$ cat src/rtl/sdcmd_pkg.sv
package sdcmd_pkg;

    localparam int IDX_W = 6;
    localparam int ARG_W = 32;
    localparam int CRC_W = 7;
    localparam int MSG_W = 2 + IDX_W + ARG_W;
    localparam int TOK_W = MSG_W + CRC_W + 1;
    localparam int WORD_W = 16;

    localparam logic [1:0] SEL_ARG  = 2'd0;
    localparam logic [1:0] SEL_CMD  = 2'd1;
    localparam logic [1:0] SEL_STOP = 2'd2;

    localparam logic [IDX_W-1:0] STOP_IDX = 6'd12;
    localparam logic [CRC_W-1:0] CRC_POLY = 7'h09;

    localparam logic [2:0] RTYPE_NONE = 3'd3;
    localparam logic [2:0] RTYPE_LONG = 3'd6;

    typedef enum logic [1:0] {
        RSP_NONE  = 2'd0,
        RSP_SHORT = 2'd1,
        RSP_LONG  = 2'd2
    } rsp_kind_e;

    function automatic logic [CRC_W-1:0] crc7_calc(input logic [MSG_W-1:0] msg);
        logic [CRC_W-1:0] c;
        logic fb;
        c = '0;
        for (int i = MSG_W - 1; i >= 0; i--) begin
            fb = msg[i] ^ c[CRC_W-1];
            c  = {c[CRC_W-2:0], 1'b0};
            if (fb) c = c ^ CRC_POLY;
        end
        return c;
    endfunction

    function automatic rsp_kind_e kind_of(input logic [2:0] rtype);
        if (rtype == RTYPE_NONE)      return RSP_NONE;
        else if (rtype == RTYPE_LONG) return RSP_LONG;
        else                          return RSP_SHORT;
    endfunction

endpackage

$ cat src/rtl/sdcmd_regdec.sv
module sdcmd_regdec
    import sdcmd_pkg::*;
(
    input  logic              we,
    input  logic [1:0]        sel,
    input  logic [WORD_W-1:0] word,
    output logic              arg_wr,
    output logic              cmd_wr,
    output logic              stop_wr,
    output logic [IDX_W-1:0]  c_idx,
    output logic [2:0]        c_rtype,
    output logic              c_data,
    output logic              c_multi,
    output logic              s_now,
    output logic              s_arm
);
    logic unused_word_bits;

    always_comb begin
        arg_wr  = we && (sel == SEL_ARG);
        cmd_wr  = we && (sel == SEL_CMD);
        stop_wr = we && (sel == SEL_STOP);
        c_idx   = word[5:0];
        c_rtype = word[10:8];
        c_data  = word[11];
        c_multi = word[13];
        s_now   = word[0];
        s_arm   = word[8];
    end

    // class, direction and security bits do not change the token
    assign unused_word_bits = ^{word[7:6], word[12], word[15:14]};

endmodule

$ cat src/rtl/sdcmd_tokgen.sv
module sdcmd_tokgen
    import sdcmd_pkg::*;
(
    input  logic [IDX_W-1:0] idx,
    input  logic [ARG_W-1:0] arg,
    output logic [TOK_W-1:0] tok
);
    logic [MSG_W-1:0] msg;
    logic [CRC_W-1:0] crc;

    always_comb begin
        msg = {2'b01, idx, arg};
        crc = crc7_calc(msg);
        tok = {msg, crc, 1'b1};
    end

endmodule

$ cat src/rtl/sdcmd_stoptrk.sv
module sdcmd_stoptrk #(
    parameter int BLK_W = 16
) (
    input  logic             clk,
    input  logic             rst_n,
    input  logic             stop_wr,
    input  logic             s_now,
    input  logic             s_arm,
    input  logic             launch_multi,
    input  logic [BLK_W-1:0] blk_count,
    input  logic             blk_done,
    output logic             fire
);
    localparam logic [BLK_W-1:0] ONE = BLK_W'(1);

    typedef struct packed {
        logic             armed;
        logic             trk;
        logic [BLK_W-1:0] cnt;
    } trk_t;

    trk_t trk_q, trk_d;

    always_comb begin
        trk_d = trk_q;
        fire  = trk_q.armed && trk_q.trk && blk_done &&
                (trk_q.cnt == ONE) && !stop_wr;

        if (trk_q.trk && blk_done && !stop_wr && (trk_q.cnt != '0))
            trk_d.cnt = trk_q.cnt - ONE;

        if (fire) begin
            trk_d.armed = 1'b0;
            trk_d.trk   = 1'b0;
        end

        if (stop_wr) begin
            trk_d.armed = s_arm;
            if (s_now || !s_arm) trk_d.trk = 1'b0;
        end

        if (launch_multi && trk_q.armed && (blk_count != '0)) begin
            trk_d.trk = 1'b1;
            trk_d.cnt = blk_count;
        end
    end

    always_ff @(posedge clk) begin
        if (!rst_n) trk_q <= '0;
        else        trk_q <= trk_d;
    end

endmodule

$ cat src/rtl/sdcmd_issue.sv
module sdcmd_issue
    import sdcmd_pkg::*;
#(
    parameter int BLK_W = 16
) (
    input  logic             clk,
    input  logic             rst_n,
    input  logic             reg_we,
    input  logic [1:0]       reg_sel,
    input  logic [31:0]      reg_wdata,
    input  logic [BLK_W-1:0] blk_count,
    input  logic             blk_done,
    input  logic             rsp_done,
    input  logic             rsp_tmo,
    output logic [47:0]      tok,
    output logic             tok_vld,
    output logic [1:0]       rsp_kind,
    output logic             busy,
    output logic             auto_stop
);
    typedef struct packed {
        logic [TOK_W-1:0] tok;
        logic             vld;
        rsp_kind_e        kind;
        logic             busy;
        logic             auto_s;
        logic [ARG_W-1:0] arg;
    } st_t;

    st_t st_q, st_d;

    logic             arg_wr, cmd_wr, stop_wr;
    logic [IDX_W-1:0] c_idx;
    logic [2:0]       c_rtype;
    logic             c_data, c_multi, s_now, s_arm;
    logic             fire, issue_stop, launch, launch_multi;
    logic [IDX_W-1:0] tg_idx;
    logic [ARG_W-1:0] tg_arg;
    logic [TOK_W-1:0] tg_tok;
    rsp_kind_e        new_kind;

    sdcmd_regdec u_dec (
        .we      (reg_we),
        .sel     (reg_sel),
        .word    (reg_wdata[WORD_W-1:0]),
        .arg_wr  (arg_wr),
        .cmd_wr  (cmd_wr),
        .stop_wr (stop_wr),
        .c_idx   (c_idx),
        .c_rtype (c_rtype),
        .c_data  (c_data),
        .c_multi (c_multi),
        .s_now   (s_now),
        .s_arm   (s_arm)
    );

    sdcmd_stoptrk #(.BLK_W(BLK_W)) u_trk (
        .clk          (clk),
        .rst_n        (rst_n),
        .stop_wr      (stop_wr),
        .s_now        (s_now),
        .s_arm        (s_arm),
        .launch_multi (launch_multi),
        .blk_count    (blk_count),
        .blk_done     (blk_done),
        .fire         (fire)
    );

    sdcmd_tokgen u_tok (
        .idx (tg_idx),
        .arg (tg_arg),
        .tok (tg_tok)
    );

    always_comb begin
        issue_stop   = (stop_wr && s_now) || fire;
        launch       = cmd_wr && !st_q.busy && !fire;
        launch_multi = launch && c_data && c_multi;
        tg_idx       = issue_stop ? STOP_IDX : c_idx;
        tg_arg       = issue_stop ? '0 : st_q.arg;
        new_kind     = kind_of(c_rtype);

        st_d        = st_q;
        st_d.vld    = 1'b0;
        st_d.auto_s = fire;

        if (arg_wr) st_d.arg = reg_wdata;
        if (rsp_done || rsp_tmo) st_d.busy = 1'b0;

        if (issue_stop) begin
            st_d.tok  = tg_tok;
            st_d.vld  = 1'b1;
            st_d.kind = RSP_SHORT;
        end else if (launch) begin
            st_d.tok  = tg_tok;
            st_d.vld  = 1'b1;
            st_d.kind = new_kind;
            st_d.busy = (new_kind != RSP_NONE);
        end
    end

    always_ff @(posedge clk) begin
        if (!rst_n) st_q <= '0;
        else        st_q <= st_d;
    end

    assign tok       = st_q.tok;
    assign tok_vld   = st_q.vld;
    assign rsp_kind  = st_q.kind;
    assign busy      = st_q.busy;
    assign auto_stop = st_q.auto_s;

endmodule

$ cat config.mk
export PLATFORM = sky130hd
export DESIGN_NAME = sdcmd_issue
export DESIGN_NICKNAME = d
export VERILOG_FILES = /design/src/rtl/sdcmd_pkg.sv /design/src/rtl/sdcmd_regdec.sv /design/src/rtl/sdcmd_tokgen.sv /design/src/rtl/sdcmd_stoptrk.sv /design/src/rtl/sdcmd_issue.sv
export SDC_FILE = /design/constraint.sdc
export NUM_CORES = 1
export LEC_CHECK = 0
export BUFFER_PORTS_ARGS = -buffer_cell sky130_fd_sc_hd__buf_2
export CAP_MARGIN = 20
export CORE_AREA = 10 10 119 121
export CTS_CLUSTER_SIZE = 30
export DETAILED_ROUTE_END_ITERATION = 8
export DIE_AREA = 0 0 129 131
export PLACE_DENSITY = 0.79
export SLEW_MARGIN = 0
export SYNTH_ARGS = -nofsm -noshare
export SYNTH_HDL_FRONTEND = slang
export SYNTH_HIERARCHICAL = 1
export SYNTH_SLANG_ARGS = --single-unit
$ cat constraint.sdc
create_clock -name clk -period 4.1 [get_ports clk]
set_input_delay 0.205 -clock clk [delete_from_list [all_inputs] [get_ports clk]]
set_output_delay 0.205 -clock clk [all_outputs]
set_load 0.005 [all_outputs]
==> results.toml, run 1 <==
[run_status]
status = "finished clean"

[detailed_routing]
firstDrtPassIters = 4
totalWireLength_um = 14200
ant_nets = 0
vias_per_cell = 5.32
wl_per_cell_um = 17.0
drtIter0Drc = 218
drc = 0
vias = 4447

[finish]
seqCellArea_mm2 = 0.00206
syn_to_final_growth_pct = 2.22
fillerInstances = 1043
layout.nets = 742
multi_input_area_mm2 = 0.00353
stdcell_count = 836
drive_gt1_share_pct = 22.4

[placed_design]
gp_congestion = 0.879
hpwl_um = 10900
portBuffers = 108
place_ws_ps = 258
place_inst = 819

[worst_setup_path]
crit_start = "u_trk/trk_q[12]"
r2r_cells = 13
r2r-start = "u_trk/trk_q[12]"
r2r_slack_ps = 260
cp_max_fo = 28
cp-end-kind = "register"
r2r-end = "tok[6]"
crit_path_start_kind = "register"
worstSetupPathType = "reg -> reg"
critPathRequiredTime_ps = 4300
crit_arrival_ps = 4050

[timing]
fin_ws_ps = 259
holdWs_ps = 48.8
rsz0062_at_grt = "no"
maxSlewViolCount = 0
setup_viol = 0
finalSetupTns_ps = 0
fin_crit_sh_pct = 93.7
clock_skew_ps = 9.10
tightest_slew_ps = 1050
fmax_mhz = 260
finalHoldViolCount = 0
maxSlewHeadroom_pct = 29.7
post-route-min-period_ps = 3840

[clocking]
clock_latency_ps = 350
clock_tree.buffer_depth = 2
cts-resized-gates = 0
cts-root-buf = "clkbuf_16"
clkSlewWorstSetupHoldPaths_ps = 70
cts_tree = "done"
cts-buffers-inserted = 9
cts_sinks = 103
htreeDepth = 3
post_cts_buffers = 0
holdBufCountCts = 0

[die]
die_height_um = 131
die_w_um = 129
core_area_mm2 = 0.0118
floorplan.initialDensity_pct = 55.8
ios = 109
die-area_mm2 = 0.0169
rows = 40

[worst_hold_path]
min_to = "busy"
hp-start = "rsp_done"
hp-class = "in -> reg"
hold_depth = 2

[logic_synthesis]
synth_top_cells_by_count = "buf_4 (107), dfxtp_1 (103), nand2_1 (103)"
synthDistinctLibCells = 62
synth_area_leaders = "dfxtp_1 (31%), mux2i_1 (12%), buf_4 (12%)"
ys.warnings.count = 6
ys_seq_area_share_pct = 31.3
synthFlopType = "dfxtp_1"
postSynthAreaPerCell_um2 = 9.45
yosysMostFrequentCell = "buf_4"
synth.top_cell.area_share_pct = 31.3
synth_edf_count = 0
async_flop_share_pct = 0
yosys.area.top_type = "dfxtp_1"
syn_inst = 697
ys_ff_latch = 103
synth_area_mm2 = 0.00659

[grt]
use_met3_pct = 4.75
gr-total-overflow = 0
grt.total_usage_pct = 16.9
met1_usage_pct = 20.1
grt_max_degree = 122
grt_most_used_layer = "met2"
use_met2_pct = 28.5
antenna_found_initial = 0
grt_pass1_wl_um = 22900
first_global_vias = 4522

[power]
power_w = 0.00286
irDropWorstVdd_mv = 0.223
powerDensity_mw_per_mm2 = 424
p_leak_nw = 3.06

[job]
cap_viol_max_count = 0
==> placed cells by master, fill, tap and decap left out, drive strengths merged, types with 15 or more instances in the layout <==
cell / n
a31oi: 15
mux2i: 81
and2: 39
xnor3: 22
nor2b: 35
buf: 116
dfxtp: 103
o21ai: 23
xnor2: 30
nand2: 103
==> cells by family (layout without fill, tap and decap cells) <==
kind of cell / count (synthesis) / after routing / share of synthesized area, %
buffers and inverters: 147 / 137 / 15.2
AND/OR/NAND/NOR: 236 / 236 / 20.0
multiplexers: 81 / 81 / 12.3
adder cells (fa/ha/maj): 3 / 3 / 0.570
XOR/XNOR: 64 / 64 / 14.5
flip-flops: 103 / 103 / 31.3
other: 2 / 4 / 0.114
AO/OA/AOI/OAI: 61 / 61 / 6.00
==> how the worst max path moves through the flow <==
stage                   to  slack (ps)  cells after the start
finish              tok[6]         260                     13
global route        tok[6]          50                     13
CTS                 tok[6]         300                     13
detailed placement  tok[6]         260                     15
global placement    tok[6]         380                     15
floorplan           tok[6]         540                     14
==> area by class of cell <==
class,count,share of cell area [%]
Multi-Input combinational cell,448,52.4
Sequential cell,103,30.6
Timing Repair Buffer,116,8.96
Clock buffer,10,3.55
Tap cell,147,2.73
Clock inverter,6,1.38
Inverter,5,0.279
Antenna cell,1,0.0372
==> sequential cells by signal, summed over array words and instances, names as in the netlist <==
register	cells
rsp_kind	2
auto_stop	1
tok	48
tok_vld	1
busy	1
st_q	32
u_trk/trk_q	18
==> power by group <==
part,switching (W),total (W),internal [W]
Sequential,0.0000225,0.00107,0.00105
Combinational,0.000348,0.000842,0.000494
Clock,0.000390,0.000945,0.000555
==> critical path, stage by stage, from the launching register on <==
cell and delay, ps:
dfxtp_1 380, nor4_4 480, nand4_1 180, nor2_1 200
a21oi_2 40, buf_4 210, and2_1 230, xnor2_1 310
xnor3_2 460, xnor3_2 450, xnor2_2 200, xnor3_1 410
nand2_1 60, mux2i_1 80
==> through the flow <==
step / cell area [µm²] / utilization, %
after global placement: 6400 / 54.2
after global routing: 6730 / 57.0
after floorplan: 6590 / -
after detailed placement: 6400 / 54.2
final: 6730 / 57.0
after CTS: 6730 / 57.0
==> layer usage <==
| metal | wire length [µm] | up-vias |
|---|---|---|
| li1 | - | 2221 |
| met1 | 6120 | 2079 |
| met2 | 6920 | 126 |
| met3 | 922 | 21 |
| met4 | 276 | 0 |
| met5 | 0 | - |
No activity file was read; power rests on OpenSTA's default activity.
==> inputs of run 2 (changes only) <==
- CORE_AREA: 10 10 119 121 -> 10 10 126 128
- DIE_AREA: 0 0 129 131 -> 0 0 136 138
- PLACE_DENSITY: 0.79 -> 0.71
==> results.toml, run 2 (same netlist as run 1, synthesis figures left out) <==
[run_status]
status = "finished clean"

[clocking]
clock_latency_ps = 360
holdBufCountCts = 0
post_cts_buffers = 0
clock_tree.buffer_depth = 2
cts-buffers-inserted = 9
cts_tree = "done"
cts-root-buf = "clkbuf_16"
cts_sinks = 103
clkSlewWorstSetupHoldPaths_ps = 70
htreeDepth = 3
cts-resized-gates = 0

[worst_setup_path]
max_stage_delay_ps = 460
path_buf_inv = 1
worstSetupPathType = "reg -> reg"
crit_path_start_kind = "register"
crit_top_cell = "xnor3_2"
cp_slowest_cell = "xnor3_2"
crit_arrival_ps = 4010
critPathRequiredTime_ps = 4330
path_cells = "nor4_4, nand3_2, nor2_1, a21oi_2, buf_12, and2_1, xnor2_1, xnor3_2, xnor3_2, xnor2_2, xnor3_1, nand2_1, mux2i_1"
cp_max_fo = 41
critPathTopFamily = "XOR/XNOR gates"
cp-end-kind = "register"

[placed_design]
gp_congestion = 0.874
place_inst = 852
hpwl_um = 11300
place_ws_ps = 277
portBuffers = 108

[die]
die_w_um = 136
die-area_mm2 = 0.0188
floorplan.initialDensity_pct = 48.8
die_height_um = 138
rows = 43
core_area_mm2 = 0.0135
ios = 109

[detailed_routing]
drtIter0Drc = 232
totalWireLength_um = 14500
ant_nets = 0
vias_per_cell = 5.10
vias = 4426
firstDrtPassIters = 4
drc = 0
wl_per_cell_um = 16.7

[power]
intPower_w = 0.00202
swShare_pct = 27.6
clkPwrFrac_pct = 31.4
combPwrFrac_pct = 30.2
p_leak_nw = 3.05
powerDensity_mw_per_mm2 = 413
power_switching_w = 0.000769
power_frac_seq_pct = 38.4
irDropWorstVdd_mv = 0.203

[finish]
layout.nets = 742
drive_gt1_share_pct = 22.4
stdcell_count = 868
final_common_cell = "buf_2"
syn_to_final_growth_pct = 2.60
largest_reg_flops = 48
fillerInstances = 1252
antenna_cells = 0
mostFrequentLayoutCells = "buf_2 (107), nand2_1 (103), dfxtp_1 (103), mux2i_1 (81), and2_1 (38)"

[grt]
grt.total_usage_pct = 15.4
antenna_found_initial = 0
grt_pass1_wl_um = 23600
grt_max_degree = 105
gr-total-overflow = 0
first_global_vias = 4591

[timing]
maxSlewViolCount = 0
tightest_slew_ps = 867
rsz0062_at_grt = "no"
fmax_mhz = 265
holdWs_ps = 38.0
clock_skew_ps = 10.6
maxSlewHeadroom_pct = 42.2
finalHoldViolCount = 0
fin_ws_ps = 322
finalSetupTns_ps = 0
setup_viol = 0
post-route-min-period_ps = 3780
fin_crit_sh_pct = 92.1

[worst_hold_path]
hp-class = "in -> reg"

[job]
cap_viol_max_count = 0
-- run 2: changes by cell type in the layout (fill, tap and decap cells not counted) --
cell        before  now
buf_12           0    1
buf_4            9    8
bufinv_16        2    1
clkbuf_8         1    0
clkinv_4         1    0
clkinvlp_4       2    4
diode_2          1    0
inv_8            0    1
-- run 2: worst paths after layout --
kind,from,end,slack [ps],cells after the start
min reg2reg,tok[2],tok[2],460,2
max,u_trk/trk_q[9],tok[6],320,13
max reg2reg,u_trk/trk_q[9],tok[6],320,13
min,rsp_done,busy,40,2
-- run 2: power by group through the flow --
| stage | combinational [W] | sequential, W | clock [W] |
|---|---|---|---|
| 6_report | 0.000843 | 0.00107 | 0.000875 |
| 5_1_grt | 0.000907 | 0.00108 | 0.000934 |
| 4_1_cts | 0.000849 | 0.00107 | 0.000898 |
| 3_5_place_dp | 0.000845 | 0.00109 | 0 |
| 3_3_place_gp | 0.000831 | 0.00109 | 0 |
| 2_1_floorplan | 0.000757 | 0.00109 | 0 |
-- run 2: layout make-up --
| cell class | instances | area (µm²) | area share (%) |
|---|---|---|---|
| Clock buffer | 9 | 225 | 3.33 |
| Inverter | 5 | 18.8 | 0.278 |
| Timing Repair Buffer | 116 | 616 | 9.11 |
| Sequential cell | 103 | 2060 | 30.5 |
| Clock inverter | 7 | 80.1 | 1.19 |
| Tap cell | 180 | 225 | 3.33 |
| Multi-Input combinational cell | 448 | 3530 | 52.2 |
-- run 2: worst reg2reg max path, cell delays in order, from the launching register on --
cell	delay, ps
dfxtp_1	390
nor4_4	340
nand3_2	240
nor2_1	230
a21oi_2	70
buf_12	180
and2_1	230
xnor2_1	300
xnor3_2	460
xnor3_2	460
xnor2_2	230
xnor3_1	420
nand2_1	60
mux2i_1	70
-- run 2: metrics by stage --
stage	area [µm²]	util, %	power, W
after CTS	6760	50.0	0.00282
after global placement	6450	47.8	0.00192
final	6760	50.0	0.00279
after global routing	6760	50.0	0.00292
after detailed placement	6450	47.8	0.00194
after floorplan	6590	-	0.00184
-- run 2: layer usage --
layer  share of wire, %  vias to the layer above  track usage [%]
met5                  0                        -                0
met4                2.0                        0             5.10
met3                5.5                       19             3.66
met2                 48                      128             25.7
met1                 44                     2059             18.9
li1                   -                     2220                -
